<file path="src/rtl/irqs_pkg.sv">
package irqs_pkg;

    localparam int N_TMR      = 3;
    localparam int N_STICKY   = N_TMR + 2;
    localparam int N_LIVE     = 4;
    localparam int N_SRC      = N_STICKY + N_LIVE;
    localparam int N_LINES    = 11;
    localparam int N_ROUTABLE = 8;
    localparam int ROUTE_W    = 4;
    localparam int ADDR_W     = 4;
    localparam int DATA_W     = 8;

    localparam logic [ADDR_W-1:0] A_STAT   = 4'h0;
    localparam logic [ADDR_W-1:0] A_LIVE   = 4'h1;
    localparam logic [ADDR_W-1:0] A_EN_LO  = 4'h2;
    localparam logic [ADDR_W-1:0] A_EN_HI  = 4'h3;
    localparam logic [ADDR_W-1:0] A_ROUTE0 = 4'h4;

    // Turns a routing code into a one-hot line mask; codes outside 1..N_ROUTABLE give zero.
    function automatic logic [N_LINES-1:0] route_to_mask(input logic [ROUTE_W-1:0] code);
        logic [N_LINES-1:0] m;
        m = '0;
        for (int k = 0; k < N_ROUTABLE; k++) begin
            if (int'(code) == k + 1) m[k] = 1'b1;
        end
        return m;
    endfunction

endpackage

</file>
<file path="src/rtl/sticky_status.sv">
module sticky_status
    import irqs_pkg::*;
#(
    parameter int WIDTH = N_STICKY
) (
    input  logic             clk,
    input  logic             rst_n,
    input  logic [WIDTH-1:0] evt,
    input  logic             clr_stb,
    input  logic [WIDTH-1:0] clr_mask,
    output logic [WIDTH-1:0] status
);

    genvar b;
    generate
        for (b = 0; b < WIDTH; b++) begin : g_bit
            logic bit_q;
            always_ff @(posedge clk) begin
                if (!rst_n)
                    bit_q <= 1'b0;
                else if (evt[b])
                    bit_q <= 1'b1;
                else if (clr_stb && clr_mask[b])
                    bit_q <= 1'b0;
            end
            assign status[b] = bit_q;

            // a set bit stays set unless a one is written to it
            p_sticky_hold_r3: assert property (@(posedge clk) disable iff (!rst_n)
                (bit_q && !(clr_stb && clr_mask[b])) |=> bit_q);

            // an event wins over a same-cycle clear
            p_set_wins_r4: assert property (@(posedge clk) disable iff (!rst_n)
                (evt[b] && clr_stb && clr_mask[b]) |=> bit_q);
        end
    endgenerate

endmodule

</file>
<file path="src/rtl/irq_regs.sv">
module irq_regs
    import irqs_pkg::*;
#(
    parameter int NSRC    = N_SRC,
    parameter int NLINE   = N_LINES,
    parameter int NROUTE  = N_ROUTABLE,
    parameter int NSTICKY = N_STICKY,
    parameter int NLIVE   = N_LIVE
) (
    input  logic                     clk,
    input  logic                     rst_n,
    input  logic                     wr_en,
    input  logic [ADDR_W-1:0]        addr,
    input  logic [DATA_W-1:0]        wr_data,
    output logic [DATA_W-1:0]        rd_data,
    input  logic [NSTICKY-1:0]       status,
    input  logic [NLIVE-1:0]         live,
    output logic                     clr_stb,
    output logic [NSTICKY-1:0]       clr_mask,
    output logic [NLINE-1:0]         en,
    output logic [NSRC*ROUTE_W-1:0]  route_flat
);

    localparam int NHI = NLINE - NROUTE;

    logic [NLINE-1:0]   en_q;
    logic [ROUTE_W-1:0] route_q [NSRC];

    always_ff @(posedge clk) begin
        if (!rst_n) begin
            en_q <= '0;
        end else if (wr_en && addr == A_EN_LO) begin
            en_q[NROUTE-1:0] <= wr_data[NROUTE-1:0];
        end else if (wr_en && addr == A_EN_HI) begin
            en_q[NLINE-1:NROUTE] <= wr_data[NHI-1:0];
        end
    end

    genvar s;
    generate
        for (s = 0; s < NSRC; s++) begin : g_route
            localparam logic [ADDR_W-1:0] MY_ADDR = ADDR_W'(int'(A_ROUTE0) + s / 2);
            localparam int                LSB     = (s % 2) * ROUTE_W;
            always_ff @(posedge clk) begin
                if (!rst_n)
                    route_q[s] <= '0;
                else if (wr_en && addr == MY_ADDR)
                    route_q[s] <= wr_data[LSB +: ROUTE_W];
            end
            assign route_flat[s*ROUTE_W +: ROUTE_W] = route_q[s];
        end
    endgenerate

    assign en       = en_q;
    assign clr_stb  = wr_en && (addr == A_STAT);
    assign clr_mask = wr_data[NSTICKY-1:0];

    always_comb begin
        rd_data = '0;
        unique case (addr)
            A_STAT:  rd_data[NSTICKY-1:0] = status;
            A_LIVE:  rd_data[NLIVE-1:0]   = live;
            A_EN_LO: rd_data[NROUTE-1:0]  = en_q[NROUTE-1:0];
            A_EN_HI: rd_data[NHI-1:0]     = en_q[NLINE-1:NROUTE];
            default: begin
                for (int i = 0; i < NSRC; i++) begin
                    if (int'(addr) == int'(A_ROUTE0) + i / 2)
                        rd_data[(i % 2) * ROUTE_W +: ROUTE_W] = route_q[i];
                end
            end
        endcase
    end

    // enables move only on a write strobe
    p_en_hold_r2: assert property (@(posedge clk) disable iff (!rst_n)
        !wr_en |=> $stable(en_q));

endmodule

</file>
<file path="src/rtl/route_matrix.sv">
module route_matrix
    import irqs_pkg::*;
#(
    parameter int NSRC  = N_SRC,
    parameter int NLINE = N_LINES
) (
    input  logic [NSRC-1:0]          pending,
    input  logic [NSRC*ROUTE_W-1:0]  route_flat,
    input  logic [NLINE-1:0]         en,
    output logic [NLINE-1:0]         level
);

    logic [NLINE-1:0] hit [NSRC];

    genvar s;
    generate
        for (s = 0; s < NSRC; s++) begin : g_src
            assign hit[s] = pending[s] ? route_to_mask(route_flat[s*ROUTE_W +: ROUTE_W]) : '0;
        end
    endgenerate

    always_comb begin
        logic [NLINE-1:0] acc;
        acc = '0;
        for (int i = 0; i < NSRC; i++) acc = acc | hit[i];
        level = acc & en;
    end

endmodule

</file>
<file path="src/rtl/intr_router.sv">
module intr_router
    import irqs_pkg::*;
(
    input  logic                 clk,
    input  logic                 rst_n,
    input  logic                 wr_en,
    input  logic [ADDR_W-1:0]    addr,
    input  logic [DATA_W-1:0]    wr_data,
    output logic [DATA_W-1:0]    rd_data,
    input  logic [N_TMR-1:0]     tmr_evt,
    input  logic                 gpio_evt,
    input  logic                 wdt_evt,
    input  logic [1:0]           uart_irq,
    input  logic [1:0]           exp_irq,
    output logic [N_LINES-1:0]   irq_level,
    output logic [N_LINES-1:0]   slot_active
);

    logic [N_STICKY-1:0]      evt_vec;
    logic [N_STICKY-1:0]      status;
    logic [N_LIVE-1:0]        live;
    logic                     clr_stb;
    logic [N_STICKY-1:0]      clr_mask;
    logic [N_LINES-1:0]       en;
    logic [N_SRC*ROUTE_W-1:0] route_flat;
    logic [N_SRC-1:0]         pending;

    assign evt_vec = {wdt_evt, gpio_evt, tmr_evt};
    assign live    = {exp_irq, uart_irq};
    assign pending = {live, status};

    sticky_status #(.WIDTH(N_STICKY)) u_status (
        .clk      (clk),
        .rst_n    (rst_n),
        .evt      (evt_vec),
        .clr_stb  (clr_stb),
        .clr_mask (clr_mask),
        .status   (status)
    );

    irq_regs u_regs (
        .clk        (clk),
        .rst_n      (rst_n),
        .wr_en      (wr_en),
        .addr       (addr),
        .wr_data    (wr_data),
        .rd_data    (rd_data),
        .status     (status),
        .live       (live),
        .clr_stb    (clr_stb),
        .clr_mask   (clr_mask),
        .en         (en),
        .route_flat (route_flat)
    );

    route_matrix u_matrix (
        .pending    (pending),
        .route_flat (route_flat),
        .en         (en),
        .level      (irq_level)
    );

    assign slot_active = en;

    // an inactive slot never carries a level
    p_off_low_r6: assert property (@(posedge clk) disable iff (!rst_n)
        (irq_level & ~slot_active) == '0);

    // lines above the routable range never receive a source
    p_top_lines_quiet_r1: assert property (@(posedge clk) disable iff (!rst_n)
        irq_level[N_LINES-1:N_ROUTABLE] == '0);

    // UART 0, routed to an enabled line, is visible in the same cycle
    p_uart_live_r5: assert property (@(posedge clk) disable iff (!rst_n)
        (uart_irq[0] && ((route_to_mask(route_flat[5*ROUTE_W +: ROUTE_W]) & slot_active) != '0))
        |-> ((irq_level & route_to_mask(route_flat[5*ROUTE_W +: ROUTE_W])) != '0));

endmodule

</file>
<file path="config.mk">
export PLATFORM = sky130hd
export DESIGN_NAME = intr_router
export DESIGN_NICKNAME = d
export VERILOG_FILES = /design/src/rtl/irqs_pkg.sv /design/src/rtl/sticky_status.sv /design/src/rtl/irq_regs.sv /design/src/rtl/route_matrix.sv /design/src/rtl/intr_router.sv
export SDC_FILE = /design/constraint.sdc
export NUM_CORES = 1
export LEC_CHECK = 0
export ABC_AREA = 1
export BUFFER_PORTS_ARGS = -buffer_cell sky130_fd_sc_hd__buf_4
export CORE_AREA = 2 2 109 111
export DETAILED_ROUTE_END_ITERATION = 8
export DIE_AREA = 0 0 111 113
export PLACE_DENSITY = 0.58
export SYNTH_ARGS = -nofsm -noshare
export SYNTH_HDL_FRONTEND = slang
export SYNTH_SLANG_ARGS = --single-unit
export TNS_END_PERCENT = 30
</file>
<file path="constraint.sdc">
create_clock -name clk -period 3.8 [get_ports clk]
set_clock_uncertainty 0.15 [all_clocks]
set_input_delay 0.19 -clock clk [delete_from_list [all_inputs] [get_ports clk]]
set_output_delay 0.19 -clock clk [all_outputs]
set_load 0.005 [all_outputs]
</file>
# == After elaboration in Yosys (flattened, before gate mapping) ==
# Memories as Yosys holds them, arrays and structs flattened.
# Cells that the tools add are included.
# totals
elab_cells,263
inputBits,24
reg_bits,16
out_inout_bits,30
ramBits,36
n_memories,1
# op_classes
eq_ne,85
muxes,129
n_reduce_logical,22
bitwise_logic,19
# memory_table
name,depth,word_bits,rd,rd_clocked_by_memory_dff,wr,line_no,text
u_regs.route_q,9,4,9,0,9,irq_regs.sv:27,logic [ROUTE_W-1:0] route_q [NSRC];
# op_table
operator,count
$eq A4 B4 Y1 const B,51
$mux W1,98
$eq A4 B3 Y1 const B,22
$or A11 B11 Y11,8
$mux W4,18
$mux W8,9
$eq A4 B2 Y1 const B,11
$logic_and A1 B1 Y1,13
$pmux W3 S4,1
$and A11 B11 Y11,1
$reduce_bool A2 Y1,5
$or A1 B1 Y1,9
$pmux W3 S2,1
$eq A4 B1 Y1 const B,1
$logic_not A4 Y1,1
$pmux W1 S4,1
$pmux W1 S3,1
$reduce_or A3 Y1,1
$reduce_and A2 Y1,1
$reduce_or A2 Y1,1
$not A1 Y1,1

# == Depth between registers and ports, before layout ==
# Gate-level depths: netlist of the first run.
# An unclocked memory read counts as a cell.
# logic_depth
word_depth,13
mapped_depth,9
ltp_nobuf,8

# == Cells and area by module ==
# A second synthesis of the first run with hierarchy kept.
# unflattened
cells_unflattened,541
area_unflattened_um2,3646.0
# by_module_without_submodules
mod,seq_area_each_um2,cells_each,n_inst,area_each_um2
irq_regs,1301.2,276,1,2404.8
route_matrix,0.0,234,1,1014.7
sticky_status,100.1,31,1,226.5

# == Worst setup path after synthesis of the first run ==
# No wires, ideal clock.
# synth_path
path_kind,input to register
start,input addr[2]
end,memory u_regs.route_q[4][0] (enable)
stages,5
required_ns,3.266
setup_time_ns,0.384
n_path_buf,1
path_slack_ns,2.064
arrival_ns,1.202
path_cell_list,inv_2 nor2_2 buf_4 nand2_2 o21ai_0
# synth_lines
item,line_no,text
from (decl),intr_router.sv:7,"input logic [ADDR_W-1:0] addr,"
to (decl),irq_regs.sv:27,

==> results.toml, run 1 <==
[run_status]
status = "finished, final reports clean"

[clock_tree]
cts_tree = "built"
ctsResizeCount = 0
path_clk_slew_ps = 80
worstSkewPairLatency_ps = 290
clockBufferDepth = 2
cts_max_level = 2
cts_buffers = 5
root_buffer = "clkbuf_16"
cts_setup_buffers = 0
clock-sinks = 52

[global_routing]
grt_overflow = 0
grt_max_degree = 20
grt_pass1_wl_um = 18800
grt_pass1_vias = 3365
grt_antenna_before_repair = 0
grt_util_all_layers = 0.200

[min_path]
whs_path_depth = 3
whs_endpoint = "u_status.g_bit[2].bit_q"
hold_path_class = "in2reg"
hold_path_startpoint = "tmr_evt[2]"

[placement]
gp_congestion = 1.03
hpwl_um = 10100
portBuffers = 50
post_dp_cell_area_um2 = 3850
place_inst = 683
place_ws_ps = 1310

[drt]
post-route-drc-count = 0
drt-wirelength-per-cell_um = 18.0
antenna_left = 0
dr_total_vias = 3503
drt-initial-drc-count = 351
drt_pass1_iterations = 6
wl_um = 12500
drt-vias-per-instance = 5.04

[timing]
hold_slack_ps = 3.95
fin_tns_setup_ps = 0
worstMarginPinSlew_ps = 1230
hold_viol = 0
period_share = 0.573
setup_slack_ps = 1620
maxSlewHeadroom = 0.172
slew_violations = 0
fmax_ghz = 0.459
fin_crit_ps = 2180
setup_violations = 0
rsz0062_at_grt = "no"

[floorplanning]
core-area_um2 = 11300
die_h_um = 113
row_count = 39
start_util = 0.297
dieWidth_um = 111
ios = 54
die_area_um2 = 12500

[finish]
fillers = 1231
final_cell_mix = "nor2_1 (122), nand2_1 (92), nand3_1 (75), inv_1 (63), buf_4 (50)"
drive_above_1_share = 0.139
synthToLayoutAreaGrowth_pct = 20.9
layout.nets = 575
layout_commonest_cell = "nor2_1"
antenna_cells = 0
finalNonFillerCells = 695
final_util = 0.359
design_area_um2 = 4040

[worst_setup_path]
critical_path.cell_chain = "buf_4 -> nor2_2 -> nand3_1 -> o21ai_0"
cp-startpoint = "addr[3]"
cp_slowest_stage_delay_ps = 920
r2r_setup_slack_ps = 2790
path_delay_family = "compound AO/OA/AOI/OAI gates"
cp_max_fo = 12
crit_buf_inv = 1
r2r_cells = 2
r2r-start = "u_status.g_bit[3].bit_q"
start_kind = "input port"
worstPathRequired_ps = 3560
crit_arrival_ps = 1940
rr_endpoint = "u_status.g_bit[3].bit_q"
crit_path_end_kind = "flip-flop"
cp_slowest_cell = "o21ai_0"
critical_path_class = "in2reg"

[synth]
ys_ff_latch = 52
yosysUniqueCellTypes = 28
yosys_warnings = 0
synth_area_um2 = 3340
netlist_instances = 497
syn_avg_cell_area_um2 = 6.73
ys_seq_area_frac = 0.419

[power]
p_total_mw = 1.35
p_leak_nw = 1.83
powerDensity_nw_per_um2 = 334
vdd_drop_max_mv = 0.265

[job]
maxCapViolCount = 0
[per-layer routing]
| metal | track usage | vias up | wire length [um] |
|---|---|---|---|
| li1 | - | 1715 | - |
| met2 | 0.339 | 127 | 5900 |
| met3 | 0.0305 | 25 | 768 |
| met5 | 0 | - | 0 |
| met4 | 0.0658 | 0 | 360 |
| met1 | 0.262 | 1636 | 5460 |
[cell usage after synthesis (all sizes together)]
| cell | instances | area (um2) |
|---|---|---|
| clkbuf | 2 | 7.51 |
| or2 | 1 | 6.26 |
| nand3 | 79 | 415 |
| nor3 | 3 | 20.0 |
| dfxtp | 16 | 320 |
| a21boi | 2 | 15.0 |
| conb | 1 | 3.75 |
| inv | 68 | 255 |
| o22ai | 6 | 37.5 |
| nand3b | 1 | 7.51 |
| nor2 | 126 | 488 |
| buf | 7 | 50.0 |
| o21ai | 27 | 135 |
| nand2 | 96 | 370 |
| clkinv | 1 | 3.75 |
| nand4 | 2 | 12.5 |
| a21oi | 23 | 115 |
| edfxtp | 36 | 1080 |
[cells by family (layout without fill, tap and decap cells)]
group | after synthesis | in the layout | share of synthesized area
buffers and inverters | 78 | 131 | 0.0946
AND/OR/NAND/NOR | 308 | 308 | 0.395
other | 1 | 3 | 0.00112
flip-flops | 52 | 52 | 0.419
AO/OA/AOI/OAI | 58 | 58 | 0.0905
[registers in the layout, summed over array words and instances, names as in the netlist]
register and flops:
u_regs.route_q 36, u_regs.en 11, u_status.g_bit.bit_q 5
[power by group]
part / switching [mW] / internal, mW
Clock: 0.224 / 0.254
Sequential: 0.0433 / 0.636
Combinational: 0.128 / 0.0658
Total: 0.395 / 0.956
[how the worst max path moves through the flow]
stage / to / slack, ps / cells past startpoint
detailed placement: u_regs.route_q[7][2] / 1310 / 4
floorplan: u_regs.route_q[4][0] / 2060 / 5
finish: u_regs.route_q[7][0] / 1620 / 4
global placement: u_regs.route_q[7][0] / 1390 / 4
CTS: u_regs.route_q[7][1] / 1620 / 4
global route: u_regs.route_q[7][2] / 1390 / 4
[area by class of cell]
class / count / area (um2) / area share
well taps: 143 / 179 / 0.0443
clock inverters: 3 / 28.8 / 0.00712
clock buffers: 5 / 125 / 0.0310
inverters: 69 / 259 / 0.0641
repair buffers: 54 / 415 / 0.103
multi-input cells: 369 / 1630 / 0.404
flip-flops and latches: 52 / 1400 / 0.347
[worst min-delay path, cell delays in order]
cell	delay, ps
buf_4	100
inv_1	60
a21oi_1	60
[what timing repair did]
item	4_1_cts	5_1_grt
setup endpoints to repair	0	0
hold buffers	4	0
endpoints found under the hold margin	4	0
(Power assumes the default switching activity.)
==> run 2, diff against run 1 <==
- PLACE_DENSITY: 0.58 -> 0.6
- clock period: 3.8 -> 1.8 ns (I/O delays scaled with it)
==> results.toml, run 2 (synthesis gave the netlist of run 1 again) <==
[worst_setup_path]
cp_slowest_stage_delay_ps = 460
rr_endpoint = "u_status.g_bit[4].bit_q"
critical_path.cell_chain = "nand3b_1 -> o21ai_2 -> nor2_1 -> a21oi_2 -> buf_4"
r2r-start = "u_status.g_bit[4].bit_q"
start_kind = "flip-flop"
crit_path_end_kind = "output port"
r2r_cells = 2
r2r_setup_slack_ps = 810
critical_path_class = "reg2out"
worstPathRequired_ps = 1560
cp_slowest_cell = "edfxtp_1"
crit_arrival_ps = 1600
cp_max_fo = 5

[power]
power_switching_uw = 839
powerDensity_nw_per_um2 = 655
p_int_mw = 2.10
clkPwrFrac = 0.339
comb_power_share = 0.177
p_sw_frac = 0.286
vdd_drop_max_mv = 0.327
p_seq_frac = 0.484
p_leak_nw = 2.03

[global_routing]
grt_overflow = 0
grt_pass1_vias = 3469
grt_max_degree = 18
grt_pass1_wl_um = 19600
grt_util_all_layers = 0.206
grt_antenna_before_repair = 0

[drt]
drt_pass1_iterations = 6
drt-vias-per-instance = 5.04
post-route-drc-count = 0
drt-initial-drc-count = 353
dr_total_vias = 3662
wl_um = 13100
antenna_left = 0
drt-wirelength-per-cell_um = 18.1

[finish]
regArea_um2 = 1410
multi_input_area_um2 = 1810
finalNonFillerCells = 726
largest_reg_flops = 36
top_register = "u_regs.route_q"
layout_commonest_cell = "nor2_1"
synthToLayoutAreaGrowth_pct = 33.9
drive_above_1_share = 0.250
layout.nets = 606
antenna_cells = 0
fillers = 1184
final_util = 0.397
final_cell_mix = "nor2_1 (98), nand2_1 (89), buf_4 (72), nand3_1 (65), inv_1 (62)"

[placement]
hpwl_um = 10200
gp_congestion = 0.978
place_inst = 692
place_ws_ps = 182
portBuffers = 50

[timing]
fin_crit_ps = 1840
fmax_ghz = 0.545
rsz0062_at_grt = "yes"
setup_violations = 2
hold_viol = 0
setup_slack_ps = -35.8
slew_violations = 0
period_share = 1.02
hold_slack_ps = 6.96
fin_tns_setup_ps = -53.1

[floorplanning]
die_area_um2 = 12500
dieWidth_um = 111
ios = 54
core-area_um2 = 11300
row_count = 39
die_h_um = 113
start_util = 0.297

[run_status]
status = "finished, violations left"
violations = "setup timing"

[clock_tree]
clock-sinks = 52
clockBufferDepth = 2
worstSkewPairLatency_ps = 290
cts_max_level = 2
cts_tree = "built"
path_clk_slew_ps = 70
cts_buffers = 5
root_buffer = "clkbuf_16"

[job]
maxCapViolCount = 0

[min_path]
whs_endpoint = "u_regs.en[9]"
hold_path_startpoint = "addr[3]"
hold_path_class = "in2reg"
whs_path_depth = 4
## run 2: how the worst max path moves through the flow
stage	from	to	slack, ps	depth (start not counted)
floorplan	addr[2]	u_regs.route_q[4][0]	160	5
global placement	u_status.g_bit[3].bit_q	irq_level[7]	170	7
detailed placement	u_regs.route_q[4][0]	irq_level[3]	180	5
CTS	u_regs.route_q[3][3]	irq_level[2]	-60	6
global route	u_regs.route_q[4][3]	irq_level[3]	-90	5
finish	u_regs.route_q[4][3]	irq_level[3]	-40	5
## run 2: repair_timing
action                                  in CTS  in global routing
gates resized for setup                     12                 48
endpoints found under the setup margin       8                  8
hold buffers                                13                  0
pin swaps                                    2                  8
hold endpoints to repair                    16                  0
setup buffers                                3                 10
## run 2: metal layers
layer | vias to the layer above | wire length [um] | share of wire | GRT usage
li1 | 1774 | - | - | -
met1 | 1729 | 5670 | 0.43 | 0.277
met2 | 138 | 6250 | 0.48 | 0.346
met3 | 21 | 921 | 0.070 | 0.0327
met4 | 0 | 292 | 0.022 | 0.0567
met5 | - | 0 | 0 | 0
## run 2: worst max-delay path: cells and delay by family (launching register included)
| kind | cells | cell delay, ps |
|---|---|---|
| flip-flops | 1 | 460 |
| AND/OR/NAND/NOR | 2 | 370 |
| buffers and inverters | 1 | 130 |
| AO/OA/AOI/OAI | 2 | 350 |
## run 2: power groups by stage
stage                     Clock [mW]  Combinational [mW]  Sequential (mW)
after floorplan                    0               0.229             1.42
final                          0.996               0.518             1.42
after detailed placement           0               0.429             1.44
after global placement             0               0.431             1.44
after CTS                       1.01               0.466             1.41
after global routing            1.06               0.564             1.43
## run 2: final cells by class
class                   instances  share of cell area
multi-input cells             369               0.405
flip-flops and latches         52               0.314
repair buffers                 85               0.150
inverters                      69              0.0578
well taps                     143              0.0400
clock buffers                   6              0.0310
clock inverters                 2             0.00307
## run 2: through the flow
stage / power [mW] / cell area, um2
global placement: 1.87 / 3920
floorplan: 1.65 / 3350
detailed placement: 1.87 / 3920
finish: 2.93 / 4480
CTS: 2.89 / 4250
global route: 3.05 / 4480
